File: src/rtl/fbl_sw_pkg.sv
package fbl_sw_pkg;

   typedef enum logic [1:0] {
      MIX_SOFT = 2'b00,
      MIX_RGB  = 2'b01,
      MIX_CVBS = 2'b10,
      MIX_RSVD = 2'b11
   } mix_e;

   // bit 7 rgb_sel, 6 static_mix, 5:4 mix, 3 long_qual, 2:0 skew
   typedef struct packed {
      logic       rgb_sel;
      logic       static_mix;
      mix_e       mix;
      logic       long_qual;
      logic [2:0] skew;
   } cfg_t;

   localparam cfg_t CFG_RESET = '{rgb_sel: 1'b1, static_mix: 1'b0, mix: MIX_CVBS,
                                  long_qual: 1'b0, skew: 3'b010};

   // reserved path mode falls back to composite only
   function automatic mix_e resolve_mix(input mix_e m);
      return (m == MIX_RSVD) ? MIX_CVBS : m;
   endfunction

endpackage

File: src/rtl/fbl_align.sv
module fbl_align #(
   parameter int DEPTH  = 6,
   parameter int CODE_W = 3
) (
   input  logic              clk,
   input  logic              rst,
   input  logic              fbl_in,
   input  logic [CODE_W-1:0] code,
   output logic              fbl_aligned
);
   localparam logic [CODE_W-1:0] TOP_CODE = CODE_W'(DEPTH);

   logic [DEPTH:1]    sr;
   logic [DEPTH:0]    taps;
   logic [CODE_W-1:0] eff;

   always_ff @(posedge clk) begin
      if (rst) sr <= '0;
      else     sr <= {sr[DEPTH-1:1], fbl_in};
   end

   assign taps        = {sr, fbl_in};
   assign eff         = (code > TOP_CODE) ? TOP_CODE : code;
   assign fbl_aligned = taps[eff];

endmodule

File: src/rtl/fbl_qualifier.sv
module fbl_qualifier #(
   parameter int SHORT_RUN = 1,
   parameter int LONG_RUN  = 5
) (
   input  logic clk,
   input  logic rst,
   input  logic clear,
   input  logic fbl,
   input  logic long_sel,
   output logic active
);
   localparam int CNT_W = $clog2(LONG_RUN + 1);
   localparam logic [CNT_W-1:0] CNT_MAX = CNT_W'(LONG_RUN);
   localparam logic [CNT_W-1:0] CNT_SHT = CNT_W'(SHORT_RUN);

   logic [CNT_W-1:0] run_q;

   always_ff @(posedge clk) begin
      if (rst || clear) run_q <= '0;
      else if (!fbl)    run_q <= '0;
      else if (run_q != CNT_MAX) run_q <= run_q + 1'b1;
   end

   assign active = run_q >= (long_sel ? CNT_MAX : CNT_SHT);

endmodule

File: src/rtl/fbl_mix_blend.sv
module fbl_mix_blend
   import fbl_sw_pkg::*;
#(
   parameter int PIX_W  = 8,
   parameter int W_BITS = 3
) (
   input  logic              clk,
   input  logic              rst,
   input  logic [PIX_W-1:0]  cv,
   input  logic [PIX_W-1:0]  rgb,
   input  mix_e              mode,
   input  logic              static_mix,
   input  logic              active,
   input  logic              rgb_sel,
   output logic [PIX_W-1:0]  pix_out,
   output logic              fmt_rgb,
   output logic [W_BITS-1:0] weight
);
   localparam int SUM_W = PIX_W + W_BITS + 1;
   localparam int SCALE = 1 << W_BITS;
   localparam logic [W_BITS-1:0] W_MAX = '1;

   logic [W_BITS-1:0] w_next;
   logic [SUM_W-1:0]  acc, half;
   logic [PIX_W-1:0]  nxt;

   always_comb begin
      if (active) w_next = (weight == W_MAX) ? weight : weight + 1'b1;
      else        w_next = (weight == '0)    ? weight : weight - 1'b1;
   end

   always_comb begin
      acc  = SUM_W'(rgb) * SUM_W'(weight) + SUM_W'(cv) * (SUM_W'(SCALE) - SUM_W'(weight));
      half = (SUM_W'(cv) + SUM_W'(rgb)) >> 1;
      unique case (resolve_mix(mode))
         MIX_RGB:  nxt = rgb;
         MIX_SOFT: begin
            if (static_mix)            nxt = active ? PIX_W'(half) : cv;
            else if (weight == W_MAX)  nxt = rgb;
            else                       nxt = PIX_W'(acc >> W_BITS);
         end
         default:  nxt = cv;
      endcase
   end

   always_ff @(posedge clk) begin
      if (rst) begin
         weight  <= '0;
         pix_out <= '0;
         fmt_rgb <= 1'b0;
      end else begin
         weight  <= w_next;
         pix_out <= nxt;
         fmt_rgb <= rgb_sel;
      end
   end

endmodule

File: src/rtl/fbl_src_switch.sv
module fbl_src_switch
   import fbl_sw_pkg::*;
#(
   parameter int PIX_W     = 8,
   parameter int MAX_LEAD  = 2,
   parameter int MAX_LAG   = 4,
   parameter int SHORT_RUN = 1,
   parameter int LONG_RUN  = 5,
   parameter int W_BITS    = 3
) (
   input  logic             clk,
   input  logic             rst,
   input  logic             cfg_we,
   input  logic [7:0]       cfg_wdata,
   input  logic             fbl_in,
   input  logic [PIX_W-1:0] cv_pix,
   input  logic [PIX_W-1:0] rgb_pix,
   output logic [PIX_W-1:0] pix_out,
   output logic             fbl_active,
   output logic             fmt_rgb
);
   localparam int DEPTH    = MAX_LEAD + MAX_LAG;
   localparam int DATA_LAT = MAX_LEAD + 1;

   generate
      if (DEPTH < 2 || DEPTH > 7) begin : g_bad_depth
         $error("skew depth must lie in 2..7");
      end
      if (SHORT_RUN < 1 || LONG_RUN < SHORT_RUN) begin : g_bad_run
         $error("filter run lengths inconsistent");
      end
      if (PIX_W < 2 || W_BITS < 1) begin : g_bad_width
         $error("pixel or weight width too small");
      end
   endgenerate

   cfg_t              cfg_q;
   logic              fbl_al;
   logic [W_BITS-1:0] blend_w;
   logic [PIX_W-1:0]  cv_pipe  [DATA_LAT];
   logic [PIX_W-1:0]  rgb_pipe [DATA_LAT];

   always_ff @(posedge clk) begin
      if (rst)         cfg_q <= CFG_RESET;
      else if (cfg_we) cfg_q <= cfg_t'(cfg_wdata);
   end

   genvar s;
   generate
      for (s = 0; s < DATA_LAT; s++) begin : g_lead
         always_ff @(posedge clk) begin
            if (rst) begin
               cv_pipe[s]  <= '0;
               rgb_pipe[s] <= '0;
            end else if (s == 0) begin
               cv_pipe[s]  <= cv_pix;
               rgb_pipe[s] <= rgb_pix;
            end else begin
               cv_pipe[s]  <= cv_pipe[(s == 0) ? 0 : s-1];
               rgb_pipe[s] <= rgb_pipe[(s == 0) ? 0 : s-1];
            end
         end
      end
   endgenerate

   fbl_align #(.DEPTH(DEPTH), .CODE_W(3)) align_i (
      .clk(clk), .rst(rst), .fbl_in(fbl_in), .code(cfg_q.skew), .fbl_aligned(fbl_al)
   );

   fbl_qualifier #(.SHORT_RUN(SHORT_RUN), .LONG_RUN(LONG_RUN)) qual_i (
      .clk(clk), .rst(rst), .clear(cfg_we), .fbl(fbl_al),
      .long_sel(cfg_q.long_qual), .active(fbl_active)
   );

   fbl_mix_blend #(.PIX_W(PIX_W), .W_BITS(W_BITS)) mix_i (
      .clk(clk), .rst(rst),
      .cv(cv_pipe[DATA_LAT-1]), .rgb(rgb_pipe[DATA_LAT-1]),
      .mode(cfg_q.mix), .static_mix(cfg_q.static_mix), .active(fbl_active),
      .rgb_sel(cfg_q.rgb_sel), .pix_out(pix_out), .fmt_rgb(fmt_rgb), .weight(blend_w)
   );

endmodule

File: config.mk
export PLATFORM = sky130hd
export DESIGN_NAME = fbl_src_switch
export DESIGN_NICKNAME = d
export VERILOG_FILES = /design/src/rtl/fbl_sw_pkg.sv /design/src/rtl/fbl_align.sv /design/src/rtl/fbl_qualifier.sv /design/src/rtl/fbl_mix_blend.sv /design/src/rtl/fbl_src_switch.sv
export SDC_FILE = /design/constraint.sdc
export NUM_CORES = 1
export LEC_CHECK = 0
export BUFFER_PORTS_ARGS = -buffer_cell sky130_fd_sc_hd__buf_2
export CELL_PAD_IN_SITES_DETAIL_PLACEMENT = 1
export CELL_PAD_IN_SITES_GLOBAL_PLACEMENT = 1
export CORE_UTILIZATION = 47
export DETAILED_ROUTE_END_ITERATION = 7
export PLACE_DENSITY_LB_ADDON = 0.3
export SYNTH_ARGS = -nofsm -noshare
export SYNTH_HDL_FRONTEND = slang
export SYNTH_SLANG_ARGS = --single-unit
File: constraint.sdc
create_clock -name clk -period 6.53 [get_ports clk]
set_input_delay 0 -clock clk [delete_from_list [all_inputs] [get_ports clk]]
set_output_delay 0 -clock clk [all_outputs]
set_load 0.05 [all_outputs]
# Yosys cells after proc, flatten, opt, wreduce, memory -nomap -nowiden
# Memories as Yosys holds them, arrays and structs flattened.
# Index checks and enable logic that the tools add are counted.
# totals
register_bits,29
ram_bits,48
inputBits,28
output_inout_bits,10
word_cells,62
mem_count,2
# mem_list
memory,depth,width,rd,rd_ports_with_merged_regs,wr,line_no,rtl
cv_pipe,3,8,3,0,3,fbl_src_switch.sv:40,logic [PIX_W-1:0] cv_pipe [DATA_LAT];
rgb_pipe,3,8,3,0,3,fbl_src_switch.sv:41,logic [PIX_W-1:0] rgb_pipe [DATA_LAT];
# classes
n_addsub,6
n_mul,2
magnitude_cmp,3
eq_ne,6
muxes,21
bitwise_logic,7
reduce_logical,5
# op_table
op,n
$mux W8,9
$pmux W8 S2,1
$mux W3,5
$mul A8 B12 Y11,1
$add A11 B11 Y11,1
$mul A8 B3 Y11,1
$add A8 B8 Y9,1
$add A3 B1 Y3 const B,2
$or A1 B1 Y1,6
$sub A4 B3 Y5 const A,1
$lt A3 B4 Y1 const B,1
$mux W1,4
$bmux W1 S3,1
$eq A3 B3 Y1 const B,1
$ge A3 B3 Y1,1
$gt A3 B3 Y1 const B,1
$logic_not A3 Y1,1
$ne A3 B3 Y1 const B,1
$sub A3 B1 Y3 const B,1
$eq A2 B1 Y1 const B,1
$eq A2 B2 Y1 const B,1
$logic_not A2 Y1,1
$mux W2,1
$ne A2 B1 Y1 const B,1
5 further kinds,5

# Logic depth before layout (Yosys ltp)
# Gate-level depths: netlist of the first run.
# depth
depth_word,6
depth_mapped,20
depth_no_buf,20

# Cells and area by module
# Synthesis of the first run repeated with hierarchy kept, for this count alone.
# hier_totals
cells_unflattened,524
area_unflattened_um2,4966.0
# by_module_without_submodules
mod,n_inst,cells_each,area_each_um2
fbl_mix_blend,1,362,2975.4
fbl_src_switch,1,127,1587.8
fbl_align,1,16,221.5
fbl_qualifier,1,19,181.4

# Least setup slack after synthesis of the first run
# OpenSTA, ideal clock, no wires.
# synth_path
kind,register to register
from,register mix_i.weight[0]
to,register mix_i.pix_out[5]
arrival_ns,5.037
required_ns,6.396
slack_ns,1.359
path_stages_with_launch,19
path_buffers,0
period_less_slack_ns,5.171
cell_sequence,dfxtp_1 > inv_1 > ha_1 > ha_1 > and2_1 > fa_1 > fa_1 > fa_1 > fa_1 > inv_1 > fa_1 > inv_1 > ha_1 > a21o_1 > a21oi_1 > o21ai_0 > or4_1 > nand4_1 > a211oi_1
# synth_between
elab_chain_cells,6
elab_cells_between_ends,8
# synth_lines
item,line_no,rtl
from (decl),fbl_mix_blend.sv:17,output logic [W_BITS-1:0] weight
from (signal assigned),fbl_mix_blend.sv:52,weight <= w_next;
$sub A4 B3 Y5,fbl_mix_blend.sv:33,acc = SUM_W'(rgb) * SUM_W'(weight) + SUM_W'(cv) * (SUM_W'(SCALE) - SUM_W'(weight));
$mul A8 B12 Y11,fbl_mix_blend.sv:33,
$add A11 B11 Y11,fbl_mix_blend.sv:33,
$mux W8 *,fbl_mix_blend.sv:39,else if (weight == W_MAX) nxt = rgb;
$mux W8 *,fbl_mix_blend.sv:38,if (static_mix) nxt = active ? PIX_W'(half) : cv;
$pmux W8 S2 *,fbl_mix_blend.sv:35,unique case (resolve_mix(mode))
to (signal assigned),fbl_mix_blend.sv:53,pix_out <= nxt;
to (decl),fbl_mix_blend.sv:15,"output logic [PIX_W-1:0] pix_out,"
# Every way passes the cells marked *; elsewhere a longest branch is shown, timed or not.
# A chain may end at the register's enable or synchronous reset.

# Worst setup path in the final report of the first run
# Ends and elaborated chain as after synthesis.

==> insert_results.sql, run 1 <==
INSERT INTO impl_metrics (metric_group, metric, value, unit) VALUES
('run_status', 'run_status', 'completed', ''),
('routing', 'ant_nets', '0', ''),
('yosys', 'synth_edf_count', '0', ''),
('global_route', 'grt_first_pass_wirelength', '20100', 'um'),
('yosys', 'ys_async_sr_fraction', '0', '%'),
('timing', 'unrepaired_setup_endpoints_after_global_routing', 'false', ''),
('yosys', 'synthesized_netlist_cell_count', '532', ''),
('finish', 'multi_input_area', '3040', 'um^2'),
('finish', 'fillers', '1151', ''),
('worst_setup_path', 'timing.reg2reg.worst_path_depth', '20', ''),
('worst_setup_path', 'crit_type', 'reg2reg', ''),
('clock_network', 'tritoncts', 'done', ''),
('global_route', 'grt_max_degree', '79', ''),
('die', 'rows', '36', ''),
('global_route', 'grt.busiest_layer', 'met2', ''),
('yosys', 'yosysSeqAreaShare', '31.4', '%'),
('clock_network', 'worstSkewPairLatency', '0.35', 'ns'),
('worst_setup_path', 'worst-r2r-setup-slack', '0.55', 'ns'),
('yosys', 'synthFlopType', 'sky130_fd_sc_hd__dfxtp_1', ''),
('global_route', 'groute.layer.met2.usage', '43.0', '%'),
('worst_setup_path', 'critical_path_required', '6.73', 'ns'),
('min_path', 'worst_hold_path_type', 'in2reg', ''),
('worst_setup_path', 'cp_data_arrival_time', '6.18', 'ns'),
('timing', 'setup_viol', '0', ''),
('die', 'ios', '38', ''),
('clock_network', 'clock_tree.htree_level_count', '3', ''),
('min_path', 'min_from', 'cfg_we', ''),
('timing', 'drv_slew', '0', ''),
('worst_setup_path', 'crit-reg2reg-capture', 'mix_i.pix_out[5]', ''),
('place', 'port_buffers', '37', ''),
('routing', 'dr_total_vias', '3725', ''),
('worst_setup_path', 'critPathLaunchType', 'flop', ''),
('finish', 'area_growth_from_synthesis_to_final_layout', '14.7', '%'),
('worst_setup_path', 'end_kind', 'flop', ''),
('routing', 'wl_per_cell', '16.3', 'um'),
('routing', 'firstDrtPassIters', '4', ''),
('die', 'initial_utilization', '49.4', '%'),
('worst_setup_path', 'rr_startpoint', 'mix_i.weight[0]', ''),
('die', 'die-width', '104', 'um'),
('timing', 'hold_viol_final', '0', ''),
('yosys', 'synthDistinctLibCells', '52', ''),
('yosys', 'post_synth_instance_area', '4910', 'um^2'),
('pwr', 'p_leak', '0.00264', 'uW'),
('job', 'maximum_capacitance_violations', '0', ''),
('pwr', 'highest_ir_drop_seen_on_vdd', '0.000162', 'V'),
('yosys', 'ys.warnings.count', '0', ''),
('clock_network', 'clkSlewWorstSetupHoldPaths', '0.08', 'ns'),
('timing', 'fmaxAchievable', '167', 'MHz'),
('clock_network', 'tritoncts.num_buffers', '9', ''),
('routing', 'initialDrtViolationCount', '181', ''),
('timing', 'fin_tns_setup', '0', 'ns'),
('clock_network', 'clock-sinks', '77', ''),
('yosys', 'ys_seq_elements', '77', ''),
('finish', 'most-common-layout-cells', 'sky130_fd_sc_hd__dfxtp_1 (77), sky130_fd_sc_hd__inv_1 (65), sky130_fd_sc_hd__nor2b_1 (62), sky130_fd_sc_hd__ha_1 (44), sky130_fd_sc_hd__buf_2 (37)', ''),
('finish', 'sequential_cell_area', '1540', 'um^2'),
('clock_network', 'clockRootBuffer', 'sky130_fd_sc_hd__clkbuf_8', ''),
('routing', 'post-route-drc-count', '0', ''),
('die', 'placeableCoreArea', '9950', 'um^2'),
('routing', 'route.final.wire_length', '11800', 'um'),
('routing', 'viasPerCell', '5.15', ''),
('global_route', 'met3_track_demand_over_resource_in_global_routing', '3.32', '%'),
('place', 'place_congestion', '0.812', ''),
('die', 'floorplan.die.height', '104', 'um'),
('yosys', 'syn-num-nets', '639', ''),
('timing', 'slew-limit-headroom', '50.7', '%'),
('worst_setup_path', 'worstPathMaxFanout', '17', ''),
('finish', 'drive_above_1_share', '9.83', '%'),
('finish', 'insertedDiodeCount', '0', ''),
('place', 'detailedPlacementHpwl', '8730', 'um'),
('global_route', 'grt_pass1_vias', '4152', ''),
('global_route', 'grtUsageTotal', '23.8', '%');
## layout make-up
| class | count | area share (%) |
|---|---|---|
| sequential | 77 | 27.4 |
| tap | 133 | 2.95 |
| inverter | 66 | 4.44 |
| clock inverter | 5 | 1.07 |
| multi-input combinational | 369 | 53.9 |
| clock buffer | 10 | 2.44 |
| timing repair buffer | 63 | 7.86 |
## layer usage
layer	share of wire [%]	routed length [um]	vias up
li1	-	-	1829
met1	42	4890	1806
met2	53	6180	69
met3	3.9	455	21
met4	2.1	242	0
met5	0	0	-
## cells by family after synthesis
family | after synthesis | share of synthesized area (%)
muxes | 11 | 2.50
DFF | 77 | 31.4
and+or+nand+nor | 198 | 21.8
AOI/OAI and AO/OA | 66 | 9.32
xor gates and xnor gates | 15 | 2.67
buffers and inverters | 86 | 6.82
adders and majority gates | 79 | 25.5
## Yosys cell counts (9+ instances only)
| cell type | n | share of area, % |
|---|---|---|
| sky130_fd_sc_hd__a21oi_1 | 12 | 1.2 |
| sky130_fd_sc_hd__and2_1 | 36 | 4.6 |
| sky130_fd_sc_hd__clkbuf_1 | 17 | 1.3 |
| sky130_fd_sc_hd__dfxtp_1 | 77 | 31 |
| sky130_fd_sc_hd__fa_1 | 35 | 14 |
| sky130_fd_sc_hd__ha_1 | 44 | 11 |
| sky130_fd_sc_hd__inv_1 | 65 | 5.0 |
| sky130_fd_sc_hd__mux2i_1 | 10 | 2.0 |
| sky130_fd_sc_hd__nand2_1 | 32 | 2.4 |
| sky130_fd_sc_hd__nor2_1 | 34 | 2.6 |
| sky130_fd_sc_hd__nor2b_1 | 62 | 7.9 |
| sky130_fd_sc_hd__nor3_1 | 9 | 0.92 |
| sky130_fd_sc_hd__o21ai_0 | 14 | 1.4 |
| sky130_fd_sc_hd__xnor2_1 | 11 | 2.0 |
## worst max path at each step
stage | end | cells past startpoint | startpoint
after CTS | mix_i.pix_out[5] | 20 | mix_i.weight[0]
after detailed placement | mix_i.pix_out[5] | 18 | mix_i.weight[0]
final | mix_i.pix_out[5] | 20 | mix_i.weight[0]
after global routing | mix_i.pix_out[5] | 18 | mix_i.weight[0]
after global placement | mix_i.pix_out[5] | 18 | mix_i.weight[0]
after floorplan | mix_i.pix_out[5] | 18 | mix_i.weight[0]
## timing repair
action                    in CTS  in global routing
hold buffers                  25                  0
hold endpoints to repair      25                  0
gates resized for setup        0                  0
buffers inserted               0                  0
## critical path, cell delays in order (launching register included)
cell,delay (ns)
sky130_fd_sc_hd__dfxtp_1,0.71
sky130_fd_sc_hd__inv_1,0.24
sky130_fd_sc_hd__ha_1,0.26
sky130_fd_sc_hd__ha_1,0.38
sky130_fd_sc_hd__and2_1,0.22
sky130_fd_sc_hd__fa_1,0.53
sky130_fd_sc_hd__ha_1,0.15
sky130_fd_sc_hd__inv_1,0.06
sky130_fd_sc_hd__fa_1,0.53
sky130_fd_sc_hd__inv_1,0.07
sky130_fd_sc_hd__fa_1,0.54
sky130_fd_sc_hd__inv_1,0.06
sky130_fd_sc_hd__fa_1,0.54
sky130_fd_sc_hd__inv_1,0.05
sky130_fd_sc_hd__ha_1,0.34
sky130_fd_sc_hd__a21o_1,0.21
sky130_fd_sc_hd__a21oi_1,0.17
sky130_fd_sc_hd__o21ai_0,0.17
sky130_fd_sc_hd__or4_1,0.42
sky130_fd_sc_hd__nand4_1,0.11
sky130_fd_sc_hd__a211oi_1,0.07
## flip-flops by register name, indices dropped and copies added (netlist names)
name           count
align_i.sr         6
mix_i.weight       3
mix_i.pix_out      8
rgb_pipe          24
cfg_q              8
qual_i.run_q       3
cv_pipe           24
mix_i.fmt_rgb      1
## where the power goes
part	total [uW]	internal [uW]	switching (uW)
Sequential	545	497	48.1
Combinational	353	143	210
Clock	359	186	173
## stage by stage
stage	hold WS [ns]	instances	worst slack (ns)	utilization (%)	instance area (um^2)
5_1_grt	0.105	723	0.164	56.6	5640
3_5_place_dp	0.214	683	0.550	52.1	5190
3_3_place_gp	0.206	683	0.809	52.1	5190
6_report	0.0959	723	0.552	56.6	5640
4_1_cts	0.0741	723	0.538	56.6	5640
2_1_floorplan	0.122	532	1.36	-	4910
Power figures use the tool's default switching activity.
==> run 2, diff against run 1 <==
==> constraint.sdc (replaced) <==
create_clock -name clk -period 6.53 [get_ports clk]
set_input_delay 0.653 -clock clk [delete_from_list [all_inputs] [get_ports clk]]
set_output_delay 0.653 -clock clk [all_outputs]
set_load 0.05 [all_outputs]
==> run 2 against run 1 <==
Compared with the run above:
- hold slack gained 0.33 ns
- critical path depth stayed put
- final area shrank 4.4%
- wire length decreased by 4.4%
- utilization fell by 2.5 points
- clock skew is essentially flat
- clock power barely moved
==> insert_results.sql, run 2 (synthesized netlist as in run 1, its figures left out) <==
INSERT INTO impl_metrics (metric_group, metric, value, unit) VALUES
('clock_network', 'cts_hold_buf', '0', ''),
('worst_setup_path', 'path_buf_inv', '5', ''),
('die', 'die-width', '104', 'um'),
('global_route', 'grt_max_degree', '79', ''),
('pwr', 'intPower', '816', 'uW'),
('clock_network', 'clockRootBuffer', 'sky130_fd_sc_hd__clkbuf_8', ''),
('die', 'rows', '36', ''),
('clock_network', 'tritoncts', 'done', ''),
('worst_setup_path', 'cp_data_arrival_time', '6.18', 'ns'),
('pwr', 'switching_power', '428', 'uW'),
('finish', 'most-common-layout-cells', 'sky130_fd_sc_hd__dfxtp_1 (77), sky130_fd_sc_hd__inv_1 (65), sky130_fd_sc_hd__nor2b_1 (62), sky130_fd_sc_hd__ha_1 (44), sky130_fd_sc_hd__buf_2 (37)', ''),
('routing', 'initialDrtViolationCount', '175', ''),
('pwr', 'p_leak', '0.00254', 'uW'),
('pwr', 'power_switching_share', '34.4', '%'),
('clock_network', 'clock-sinks', '77', ''),
('pwr', 'total_power', '1240', 'uW'),
('routing', 'post-route-drc-count', '0', ''),
('global_route', 'grt_first_pass_wirelength', '19300', 'um'),
('die', 'floorplan.die.height', '104', 'um'),
('worst_setup_path', 'critical_path_required', '6.73', 'ns'),
('timing', 'worst_pin_slew', '0.756', 'ns'),
('worst_setup_path', 'worstPathMaxFanout', '17', ''),
('timing', 'setup_viol', '0', ''),
('place', 'port_buffers', '37', ''),
('job', 'maximum_capacitance_violations', '0', ''),
('finish', 'drive_above_1_share', '10.3', '%'),
('finish', 'layout_top_registers', 'cv_pipe: 24 flops, rgb_pipe: 24 flops', ''),
('min_path', 'worst_hold_path_type', 'reg2reg', ''),
('place', 'dpl_worst_slack', '0.550', 'ns'),
('worst_setup_path', 'critical_path_max_stage_delay', '0.71', 'ns'),
('worst_setup_path', 'end_kind', 'flop', ''),
('pwr', 'register_share_of_total_power', '43.8', '%'),
('timing', 'layout_setup_ws', '0.552', 'ns'),
('finish', 'finalNetCount', '668', ''),
('timing', 'fmaxAchievable', '167', 'MHz'),
('routing', 'ant_nets', '0', ''),
('finish', 'insertedDiodeCount', '0', ''),
('timing', 'fin_tns_setup', '0', 'ns'),
('clock_network', 'tritoncts.num_buffers', '9', ''),
('timing', 'period_minus_slack', '5.98', 'ns'),
('finish', 'mostFrequentLayoutCell', 'sky130_fd_sc_hd__dfxtp_1', ''),
('clock_network', 'clkSlewWorstSetupHoldPaths', '0.08', 'ns'),
('finish', 'area_growth_from_synthesis_to_final_layout', '9.60', '%'),
('die', 'die_area', '10900', 'um^2'),
('worst_setup_path', 'cell_family_with_most_cp_delay', 'adder cells', ''),
('finish', 'fillers', '1168', ''),
('global_route', 'grtUsageTotal', '22.8', '%'),
('pwr', 'comb_power_share', '27.4', '%'),
('timing', 'hold_viol_final', '0', ''),
('timing', 'timing.clock.skew', '0.0116', 'ns'),
('pwr', 'clockPowerShare', '28.8', '%'),
('die', 'ios', '38', ''),
('finish', 'multi_input_area', '3040', 'um^2'),
('timing', 'slew-limit-headroom', '49.6', '%'),
('routing', 'route.final.wire_length', '11200', 'um'),
('place', 'detailedPlacementHpwl', '8730', 'um'),
('routing', 'firstDrtPassIters', '4', ''),
('routing', 'wl_per_cell', '16.1', 'um'),
('die', 'initial_utilization', '49.4', '%'),
('clock_network', 'worstSkewPairLatency', '0.35', 'ns'),
('routing', 'viasPerCell', '5.16', ''),
('die', 'placeableCoreArea', '9950', 'um^2'),
('worst_setup_path', 'critPathLaunchType', 'flop', ''),
('timing', 'hold_ws', '0.427', 'ns'),
('pwr', 'cellPowerDensity', '231', 'nW/um^2'),
('pwr', 'highest_ir_drop_seen_on_vdd', '0.000162', 'V'),
('run_status', 'run_status', 'completed', ''),
('global_route', 'overflow_left_after_global_routing', '0', ''),
('routing', 'met3_length', '414', 'um'),
('global_route', 'antenna_found_initial', '0', ''),
('worst_setup_path', 'cp_common_cell', 'sky130_fd_sc_hd__inv_1', ''),
('finish', 'sequential_cell_area', '1540', 'um^2'),
('clock_network', 'post_cts_resized', '0', ''),
('routing', 'met1Wirelength', '4780', 'um'),
('routing', 'dr_total_vias', '3602', ''),
('timing', 'drv_slew', '0', ''),
('timing', 'min_period_over_period', '91.5', '%'),
('worst_setup_path', 'critical_path.slowest_cell', 'sky130_fd_sc_hd__dfxtp_1', ''),
('global_route', 'grt_pass1_vias', '3984', ''),
('routing', 'highest-signal-layer', 'met4', ''),
('clock_network', 'clockBufferDepth', '2', ''),
('clock_network', 'cts_setup_buffers', '0', ''),
('clock_network', 'clock_tree.htree_level_count', '3', ''),
('worst_setup_path', 'crit_type', 'reg2reg', ''),
('routing', 'met2RoutedLength', '5840', 'um'),
('worst_setup_path', 'crit_chain', 'inv_1 -> ha_1 -> ha_1 -> and2_1 -> fa_1 -> ha_1 -> inv_1 -> fa_1 -> inv_1 -> fa_1 -> inv_1 -> fa_1 -> inv_1 -> ha_1 -> a21o_1 -> a21oi_1 -> o21ai_0 -> or4_1 -> nand4_1 -> a211oi_1', ''),
('place', 'place_congestion', '0.812', ''),
('timing', 'unrepaired_setup_endpoints_after_global_routing', 'false', '');
## run 2: path summary, 6_finish.rpt
kind                                 startpoint                to  slack [ns]  depth (start not counted)
worst max-delay path            mix_i.weight[0]  mix_i.pix_out[5]        0.55                         20
worst min-delay path              cv_pipe[1][3]     cv_pipe[2][3]        0.43                          1
worst max register to register  mix_i.weight[0]  mix_i.pix_out[5]        0.55                         20
worst min register to register    cv_pipe[1][3]     cv_pipe[2][3]        0.43                          1
## run 2: layer usage
layer | GRT usage (%) | vias up
met1 | 28.0 | 1728
met3 | 3.13 | 22
met2 | 40.4 | 74
li1 | - | 1778
met5 | 0 | -
met4 | 8.27 | 0
## run 2: area by class of cell
cell class / instances / share of cell area, %
multi-input cells: 369 / 56.4
flip-flops and latches: 77 / 28.6
inverters: 66 / 4.65
repair buffers: 38 / 3.58
well taps: 133 / 3.09
clock buffers: 10 / 2.56
clock inverters: 5 / 1.12
## run 2: stage by stage
step | cell area (um^2) | utilization [%] | instances
after floorplan | 4910 | - | 532
after global placement | 5190 | 52.1 | 683
after detailed placement | 5190 | 52.1 | 683
after CTS | 5390 | 54.1 | 698
after global routing | 5390 | 54.1 | 698
final | 5390 | 54.1 | 698
## run 2: power groups by stage
stage,Clock [uW],Sequential [uW],Combinational (uW)
CTS,370,546,342
finish,358,545,341
floorplan,0,537,251
detailed placement,0,557,337
global route,389,552,384
global placement,0,554,318
